File: config.mk
export PLATFORM = sky130hd
export DESIGN_NAME = vp_mac_slice
export DESIGN_NICKNAME = d
export VERILOG_FILES = /design/src/rtl/vp_mac_pkg.sv /design/src/rtl/vp_coef_bank.sv /design/src/rtl/vp_preadd.sv /design/src/rtl/vp_accum.sv /design/src/rtl/vp_mac_slice.sv
export SDC_FILE = /design/constraint.sdc
export NUM_CORES = 2
export LEC_CHECK = 0
export BUFFER_PORTS_ARGS = -buffer_cell sky130_fd_sc_hd__buf_2
export CAP_MARGIN = 15
export CORE_UTILIZATION = 60
export DETAILED_ROUTE_END_ITERATION = 7
export PLACE_DENSITY = 0.84
export SLEW_MARGIN = 20
export SYNTH_ARGS = -nofsm -noshare
export SYNTH_HDL_FRONTEND = slang
export SYNTH_SLANG_ARGS = --single-unit
File: constraint.sdc
create_clock -name clk -period 25.1 [get_ports clk]
set_clock_uncertainty 0.05 [all_clocks]
set_input_delay 3.765 -clock clk [delete_from_list [all_inputs] [get_ports clk]]
set_output_delay 3.765 -clock clk [all_outputs]
set_load 0.02 [all_outputs]
File: src/rtl/vp_mac_pkg.sv
package vp_mac_pkg;

    // Datapath widths
    localparam int NW       = 18;              // narrow lane operand width
    localparam int WW       = 27;              // wide operand width
    localparam int WPRE     = 26;              // wide pre-adder input width
    localparam int ACC_W    = 64;              // accumulator / cascade width
    localparam int SPLIT_W  = ACC_W / 2;       // per-lane resolution in split mode
    localparam int CDEPTH   = 8;               // coefficient store depth
    localparam int CSEL_W   = $clog2(CDEPTH);  // coefficient index width
    localparam int NLANES   = 2;               // narrow lanes
    localparam int RND_DEF  = 16;              // default rounding position

    typedef enum logic [1:0] {
        MODE_SUM   = 2'b00,
        MODE_SPLIT = 2'b01,
        MODE_WIDE  = 2'b10,
        MODE_WIDE2 = 2'b11
    } mode_e;

    typedef enum logic [1:0] {
        PRE_OFF  = 2'b00,
        PRE_ADD  = 2'b01,
        PRE_SUB  = 2'b10,
        PRE_OFF2 = 2'b11
    } preop_e;

    typedef enum logic [1:0] {
        ACC_PASS = 2'b00,
        ACC_ADD  = 2'b01,
        ACC_SUB  = 2'b10,
        ACC_LOAD = 2'b11
    } accop_e;

    // Everything captured by the input register
    typedef struct packed {
        mode_e              mode;
        preop_e             pre;
        accop_e             aop;
        logic               coef_use;
        logic [NW-1:0]      x0;
        logic [NW-1:0]      y0;
        logic [NW-1:0]      c0;
        logic [NW-1:0]      x1;
        logic [NW-1:0]      y1;
        logic [NW-1:0]      c1;
        logic [WW-1:0]      wa;
        logic [WPRE-1:0]    wy;
        logic [WW-1:0]      wc;
        logic               cas_en;
        logic [ACC_W-1:0]   cas;
        logic               c_en;
        logic [ACC_W-1:0]   addc;
    } stage_t;

    function automatic logic is_wide(input mode_e m);
        return m[1];
    endfunction

endpackage

File: src/rtl/vp_coef_bank.sv
module vp_coef_bank #(
    parameter int DATA_W = 27,
    parameter int DEPTH  = 8,
    localparam int AW    = $clog2(DEPTH)
) (
    input  logic              clk,
    input  logic              rst,
    input  logic              wr_en,
    input  logic [AW-1:0]     wr_addr,
    input  logic [DATA_W-1:0] wr_data,
    input  logic [AW-1:0]     rd_sel,
    output logic [DATA_W-1:0] rd_data
);

    logic [DATA_W-1:0] mem [DEPTH];

    always_ff @(posedge clk) begin
        if (wr_en) begin
            mem[wr_addr] <= wr_data;
        end
    end

    // Registered read: aligns with the operand input register
    always_ff @(posedge clk) begin
        if (rst) begin
            rd_data <= '0;
        end else begin
            rd_data <= mem[rd_sel];
        end
    end

endmodule

File: src/rtl/vp_preadd.sv
module vp_preadd
    import vp_mac_pkg::*;
#(
    parameter int IN_W  = 18,
    parameter int OUT_W = 18
) (
    input  preop_e           op,
    input  logic [IN_W-1:0]  a,
    input  logic [IN_W-1:0]  b,
    input  logic [OUT_W-1:0] byp,
    output logic [OUT_W-1:0] sum
);

    logic [OUT_W-1:0] ea;
    logic [OUT_W-1:0] eb;

    generate
        if (OUT_W > IN_W) begin : g_extend
            assign ea = {{(OUT_W-IN_W){a[IN_W-1]}}, a};
            assign eb = {{(OUT_W-IN_W){b[IN_W-1]}}, b};
        end else begin : g_wrap
            assign ea = a[OUT_W-1:0];
            assign eb = b[OUT_W-1:0];
        end
    endgenerate

    always_comb begin
        unique case (op)
            PRE_ADD: sum = ea + eb;
            PRE_SUB: sum = ea - eb;
            default: sum = byp;
        endcase
    end

endmodule

File: src/rtl/vp_accum.sv
module vp_accum
    import vp_mac_pkg::*;
#(
    parameter int RND_LSB = RND_DEF
) (
    input  logic                 clk,
    input  logic                 rst,
    input  mode_e                mode,
    input  accop_e               aop,
    input  logic [2*WW-1:0]      prod_w,
    input  logic [2*NW-1:0]      prod_1,
    input  logic                 cas_en,
    input  logic [ACC_W-1:0]     cas,
    input  logic                 c_en,
    input  logic [ACC_W-1:0]     addc,
    output logic [ACC_W-1:0]     acc_q,
    output logic [ACC_W-RND_LSB-1:0] rnd_q
);

    logic [ACC_W-1:0] pw_x;
    logic [ACC_W-1:0] p1_x;
    logic [ACC_W-1:0] prod_sum;
    logic [ACC_W-1:0] total;
    logic [ACC_W-1:0] acc_d;

    assign pw_x = {{(ACC_W-2*WW){prod_w[2*WW-1]}}, prod_w};
    assign p1_x = {{(ACC_W-2*NW){prod_1[2*NW-1]}}, prod_1};

    always_comb begin
        prod_sum = is_wide(mode) ? pw_x : (pw_x + p1_x);
        total    = prod_sum
                 + (cas_en ? cas  : '0)
                 + (c_en   ? addc : '0);
    end

    always_comb begin
        if (mode == MODE_SPLIT) begin
            acc_d = {prod_1[SPLIT_W-1:0], prod_w[SPLIT_W-1:0]};
        end else begin
            unique case (aop)
                ACC_PASS: acc_d = total;
                ACC_ADD:  acc_d = acc_q + total;
                ACC_SUB:  acc_d = acc_q - total;
                default:  acc_d = addc;
            endcase
        end
    end

    always_ff @(posedge clk) begin
        if (rst) begin
            acc_q <= '0;
        end else begin
            acc_q <= acc_d;
        end
    end

    // Half-up rounding: upper part plus the bit just below the cut
    assign rnd_q = acc_q[ACC_W-1:RND_LSB]
                 + {{(ACC_W-RND_LSB-1){1'b0}}, acc_q[RND_LSB-1]};

endmodule

File: src/rtl/vp_mac_slice.sv
module vp_mac_slice
    import vp_mac_pkg::*;
#(
    parameter int RND_LSB = RND_DEF
) (
    input  logic                     clk,
    input  logic                     rst,
    input  logic [1:0]               mode_sel,
    input  logic [1:0]               pre_op,
    input  logic                     coef_use,
    input  logic [CSEL_W-1:0]        coef_sel0,
    input  logic [CSEL_W-1:0]        coef_sel1,
    input  logic                     coef_we,
    input  logic                     coef_wbank,
    input  logic [CSEL_W-1:0]        coef_waddr,
    input  logic [WW-1:0]            coef_wdata,
    input  logic [NW-1:0]            x0,
    input  logic [NW-1:0]            y0,
    input  logic [NW-1:0]            c0,
    input  logic [NW-1:0]            x1,
    input  logic [NW-1:0]            y1,
    input  logic [NW-1:0]            c1,
    input  logic [WW-1:0]            wa,
    input  logic [WPRE-1:0]          wy,
    input  logic [WW-1:0]            wc,
    input  logic                     cas_en,
    input  logic [ACC_W-1:0]         cas_in,
    input  logic                     c_en,
    input  logic [ACC_W-1:0]         add_c,
    input  logic [1:0]               acc_op,
    output logic [ACC_W-1:0]         res,
    output logic [ACC_W-RND_LSB-1:0] res_rnd,
    output logic [ACC_W-1:0]         cas_out
);

    // ---------------- input register ----------------
    stage_t s_d;
    stage_t s_q;

    always_comb begin
        s_d.mode     = mode_e'(mode_sel);
        s_d.pre      = preop_e'(pre_op);
        s_d.aop      = accop_e'(acc_op);
        s_d.coef_use = coef_use;
        s_d.x0       = x0;
        s_d.y0       = y0;
        s_d.c0       = c0;
        s_d.x1       = x1;
        s_d.y1       = y1;
        s_d.c1       = c1;
        s_d.wa       = wa;
        s_d.wy       = wy;
        s_d.wc       = wc;
        s_d.cas_en   = cas_en;
        s_d.cas      = cas_in;
        s_d.c_en     = c_en;
        s_d.addc     = add_c;
    end

    always_ff @(posedge clk) begin
        if (rst) begin
            s_q <= '0;
        end else begin
            s_q <= s_d;
        end
    end

    // ---------------- coefficient stores ----------------
    logic [WW-1:0] coef_w;   // first store: 27 bits
    logic [NW-1:0] coef_n;   // second store: 18 bits

    vp_coef_bank #(.DATA_W(WW), .DEPTH(CDEPTH)) u_bank_wide (
        .clk     (clk),
        .rst     (rst),
        .wr_en   (coef_we && !coef_wbank),
        .wr_addr (coef_waddr),
        .wr_data (coef_wdata),
        .rd_sel  (coef_sel0),
        .rd_data (coef_w)
    );

    vp_coef_bank #(.DATA_W(NW), .DEPTH(CDEPTH)) u_bank_narrow (
        .clk     (clk),
        .rst     (rst),
        .wr_en   (coef_we && coef_wbank),
        .wr_addr (coef_waddr),
        .wr_data (coef_wdata[NW-1:0]),
        .rd_sel  (coef_sel1),
        .rd_data (coef_n)
    );

    // ---------------- narrow lanes ----------------
    logic [NW-1:0] lx   [NLANES];
    logic [NW-1:0] ly   [NLANES];
    logic [NW-1:0] lc   [NLANES];
    logic [NW-1:0] lcoef[NLANES];
    logic [NW-1:0] la   [NLANES];
    logic [NW-1:0] lb   [NLANES];

    assign lx[0]    = s_q.x0;
    assign ly[0]    = s_q.y0;
    assign lc[0]    = s_q.c0;
    assign lx[1]    = s_q.x1;
    assign ly[1]    = s_q.y1;
    assign lc[1]    = s_q.c1;
    assign lcoef[0] = coef_w[NW-1:0];
    assign lcoef[1] = coef_n;

    generate
        for (genvar l = 0; l < NLANES; l++) begin : g_lane
            vp_preadd #(.IN_W(NW), .OUT_W(NW)) u_pre (
                .op  (s_q.pre),
                .a   (lx[l]),
                .b   (ly[l]),
                .byp (lx[l]),
                .sum (la[l])
            );
            assign lb[l] = s_q.coef_use ? lcoef[l] : lc[l];
        end
    endgenerate

    // ---------------- wide lane ----------------
    logic [WW-1:0] wide_a;
    logic [WW-1:0] wide_b;

    vp_preadd #(.IN_W(WPRE), .OUT_W(WW)) u_pre_wide (
        .op  (s_q.pre),
        .a   (s_q.wa[WPRE-1:0]),
        .b   (s_q.wy),
        .byp (s_q.wa),
        .sum (wide_a)
    );

    assign wide_b = s_q.coef_use ? coef_w : s_q.wc;

    // ---------------- multipliers ----------------
    // The wide array also serves narrow lane 0; lane 1 has its own 18x18.
    logic signed [WW-1:0]     mul_a;
    logic signed [WW-1:0]     mul_b;
    logic signed [2*WW-1:0]   prod_w;
    logic signed [NW-1:0]     m1_a;
    logic signed [NW-1:0]     m1_b;
    logic signed [2*NW-1:0]   prod_1;

    always_comb begin
        if (is_wide(s_q.mode)) begin
            mul_a = wide_a;
            mul_b = wide_b;
        end else begin
            mul_a = {{(WW-NW){la[0][NW-1]}}, la[0]};
            mul_b = {{(WW-NW){lb[0][NW-1]}}, lb[0]};
        end
    end

    assign prod_w = (2*WW)'(mul_a) * (2*WW)'(mul_b);
    assign m1_a   = la[1];
    assign m1_b   = lb[1];
    assign prod_1 = (2*NW)'(m1_a) * (2*NW)'(m1_b);

    // ---------------- accumulator / output register ----------------
    vp_accum #(.RND_LSB(RND_LSB)) u_accum (
        .clk    (clk),
        .rst    (rst),
        .mode   (s_q.mode),
        .aop    (s_q.aop),
        .prod_w (prod_w),
        .prod_1 (prod_1),
        .cas_en (s_q.cas_en),
        .cas    (s_q.cas),
        .c_en   (s_q.c_en),
        .addc   (s_q.addc),
        .acc_q  (res),
        .rnd_q  (res_rnd)
    );

    assign cas_out = res;

endmodule

==> impl_metrics.env <==
export IMPL_timing_final_crit_period_ps=22390
export IMPL_end_kind="flop"
export IMPL_synth_main_ff_cell="dfxtp_1"
export IMPL_fin_crit_sh_pct=89.2
export IMPL_gp_congestion=1.04
export IMPL_gr_usage_all_layers_pct=38.8
export IMPL_hp_class="flop to flop"
export IMPL_io_pins=541
export IMPL_crit_required_ps=25680
export IMPL_drive_gt1_share_pct=10.8
export IMPL_post_place_ws_ps=3540
export IMPL_start_kind="flop"
export IMPL_fp_dieW_um=378
export IMPL_ff2ff_path_depth=84
export IMPL_regToRegSetupSlack_ps=2710
export IMPL_worst_path_largest_cell_delay_ps=810
export IMPL_cts_tree="done"
export IMPL_reg2reg_to="u_accum.acc_q[63]"
export IMPL_setup_violations=0
export IMPL_htreeDepth=3
export IMPL_vias_per_cell=6.08
export IMPL_tns_ps=0
export IMPL_antenna_found_initial=36
export IMPL_clkTransAtPathRegs_ps=60
export IMPL_ys_ff_latch=794
export IMPL_tightest_slew_ps=1350
export IMPL_cts_resized=0
export IMPL_nNetsFinal=11400
export IMPL_async_reset_ff_share_pct=0
export IMPL_cts_buffers=80
export IMPL_syn_area_per_cell_um2=9.39
export IMPL_post_cts_repair_setup_buffers=0
export IMPL_cp_arrival_ps=22970
export IMPL_rr_startpoint="s_q[321]"
export IMPL_grt_pass1_vias=70900
export IMPL_holdPathEnd="u_accum.acc_q[34]"
export IMPL_rsz0062_at_grt="no"
export IMPL_grt_pass1_wl_um=413000
export IMPL_vias=68700
export IMPL_ys_seq_area_share_pct=23.0
export IMPL_drt_antenna_violating_nets=0
export IMPL_hold_start="s_q[34]"
export IMPL_timing_slew_headroom_pct=9.06
export IMPL_synth_warnings=0
export IMPL_cp_startpoint="s_q[321]"
export IMPL_drt_iter0_drc=6826
export IMPL_core_area_mm2=0.140
export IMPL_clock_sinks=794
export IMPL_syn_nets=11000
export IMPL_first_pass_iters=8
export IMPL_portBuffers=540
export IMPL_drc=3
export IMPL_cts_root_buffer_cell="clkbuf_16"
export IMPL_num_rows=137
export IMPL_crit_top_cell="a21oi_1"
export IMPL_wl_per_cell_um=24.5
export IMPL_max_freq_mhz=44.7
export IMPL_drv_cap=0
export IMPL_hold_viol=0
export IMPL_syn_area_mm2=0.0848
export IMPL_dp_hpwl_um=213000
export IMPL_die_h_um=378
export IMPL_final_cell_mix="inv_1 (1333), fa_1 (1159), nand2_1 (1019)"
export IMPL_syn_instance_count=9022
export IMPL_grt_max_degree=232
export IMPL_yosysUniqueCellTypes=98
export IMPL_crit_type="flop to flop"
export IMPL_cp_slowest_cell="nor4_1"
export IMPL_area_delta_synth_final_pct=8.37
export IMPL_overflow=0
export IMPL_maxSlewViolCount=0
export IMPL_synth_edf_count=360
export IMPL_dieArea_mm2=0.143
export IMPL_routed_wl_um=276000
export IMPL_start_util_pct=60.6
export IMPL_crit_fanout=30
export IMPL_final_common_cell="inv_1"
export IMPL_status="complete, but fails checks"
export IMPL_worstSkewPairLatency_ps=760
export IMPL_whs_path_depth=4
export IMPL_cts_path_max_buffers=3
export IMPL_fin_ws_ps=2710
export IMPL_hold_buffers=0
export IMPL_violations="DRC"
[stage by stage]
stage	util [%]	instances	hold WS (ps)	instance area, um^2
4_1_cts	65.6	11300	544	91800
3_5_place_dp	63.7	11100	527	89000
3_3_place_gp	63.7	11100	522	89000
2_1_floorplan	-	9022	465	84800
6_report	65.7	11300	538	91800
5_1_grt	65.7	11300	581	91800
[worst max-delay path by stage]
| stage | endpoint | slack (ps) | cells after the start |
|---|---|---|---|
| 2_1_floorplan | u_accum.acc_q[63] | 6790 | 87 |
| 3_3_place_gp | u_accum.acc_q[63] | 3610 | 81 |
| 3_5_place_dp | u_accum.acc_q[63] | 3540 | 81 |
| 4_1_cts | u_accum.acc_q[63] | 3290 | 84 |
| 5_1_grt | u_accum.acc_q[63] | 1700 | 84 |
| 6_report | u_accum.acc_q[63] | 2710 | 84 |
[sequential cells by signal, summed over array words and instances, names as in the netlist]
register	flops
s_q	217
u_bank_wide.mem	216
u_bank_narrow.mem	144
u_accum.acc_q	64
lc	36
lx	36
ly	36
u_bank_wide.rd_data	27
u_bank_narrow.rd_data	18
[worst max-delay path, delay by kind of cell (launching register included)]
kind | cells | cell delay, ps
compound gates | 38 | 9390
xor+xnor | 6 | 1290
fa+ha+maj | 13 | 5870
buf+inv | 9 | 1360
flops | 1 | 300
mux | 1 | 370
simple gates | 17 | 3570
[final cells by class]
cell class	count	area [um^2]
well taps	1876	2350
flip-flops and latches	794	19500
fillers	10800	48000
inverters	1337	5020
multi-input cells	6465	58600
diodes	16	40.0
repair buffers	654	3590
clock buffers	98	2130
clock inverters	51	602
[layer usage]
metal  vias up  global-route usage (%)  part of all wire, %
li1      29700                       -                    -
met2      4141                    62.5                   46
met4        28                    25.0                  7.6
met1     33700                    45.2                   35
met3      1120                    11.3                   11
met5         -                    1.03                 0.13
[synthesized netlist by cell type (18+ instances only)]
| cell | instances | share of area [%] |
|---|---|---|
| a31oi_1 | 50 | 0.37 |
| o31ai_1 | 21 | 0.19 |
| xor2_1 | 120 | 1.2 |
| a221oi_1 | 23 | 0.24 |
| or2_2 | 18 | 0.13 |
| mux4_2 | 97 | 2.6 |
| ha_1 | 500 | 7.4 |
| buf_4 | 65 | 0.58 |
| a21boi_0 | 20 | 0.18 |
| nand2_1 | 1020 | 4.5 |
| o21a_1 | 62 | 0.55 |
| o21bai_1 | 40 | 0.35 |
| and3_1 | 44 | 0.32 |
| clkbuf_1 | 310 | 1.4 |
| or3_1 | 31 | 0.23 |
| a211oi_1 | 54 | 0.48 |
| nor2_1 | 763 | 3.4 |
| inv_1 | 1333 | 5.9 |
| nor2b_1 | 410 | 3.0 |
| a21oi_1 | 424 | 2.5 |
| and2_1 | 134 | 0.99 |
| a22oi_1 | 33 | 0.29 |
| o21ai_1 | 35 | 0.21 |
| nor4_1 | 28 | 0.21 |
| nand4_1 | 40 | 0.30 |
| mux2_2 | 29 | 0.39 |
| buf_1 | 44 | 0.19 |
| mux2i_1 | 108 | 1.3 |
| fa_1 | 1159 | 27 |
| a21o_1 | 129 | 1.1 |
| nand2b_1 | 86 | 0.63 |
| nor3_1 | 81 | 0.48 |
| nand3_1 | 80 | 0.47 |
| xnor2_1 | 338 | 3.5 |
| o211ai_1 | 24 | 0.21 |
| edfxtp_1 | 360 | 13 |
| o21ai_0 | 260 | 1.5 |
| dfxtp_1 | 434 | 10 |
[kinds of logic (layout without fill, tap and decap cells)]
| group | count (synthesis) | count (layout) | share of synthesized area [%] |
|---|---|---|---|
| compound gates | 1327 | 1327 | 9.89 |
| xor+xnor | 459 | 459 | 4.76 |
| fa+ha+maj | 1659 | 1659 | 34.8 |
| buf+inv | 1763 | 2140 | 8.11 |
| flops | 794 | 794 | 23.0 |
| mux | 235 | 235 | 4.25 |
| other cells | 0 | 16 | 0 |
| simple gates | 2785 | 2785 | 15.2 |
Power is not shown: default switching activity piles up to over one toggle a cycle in this logic, so the estimate is an artifact.
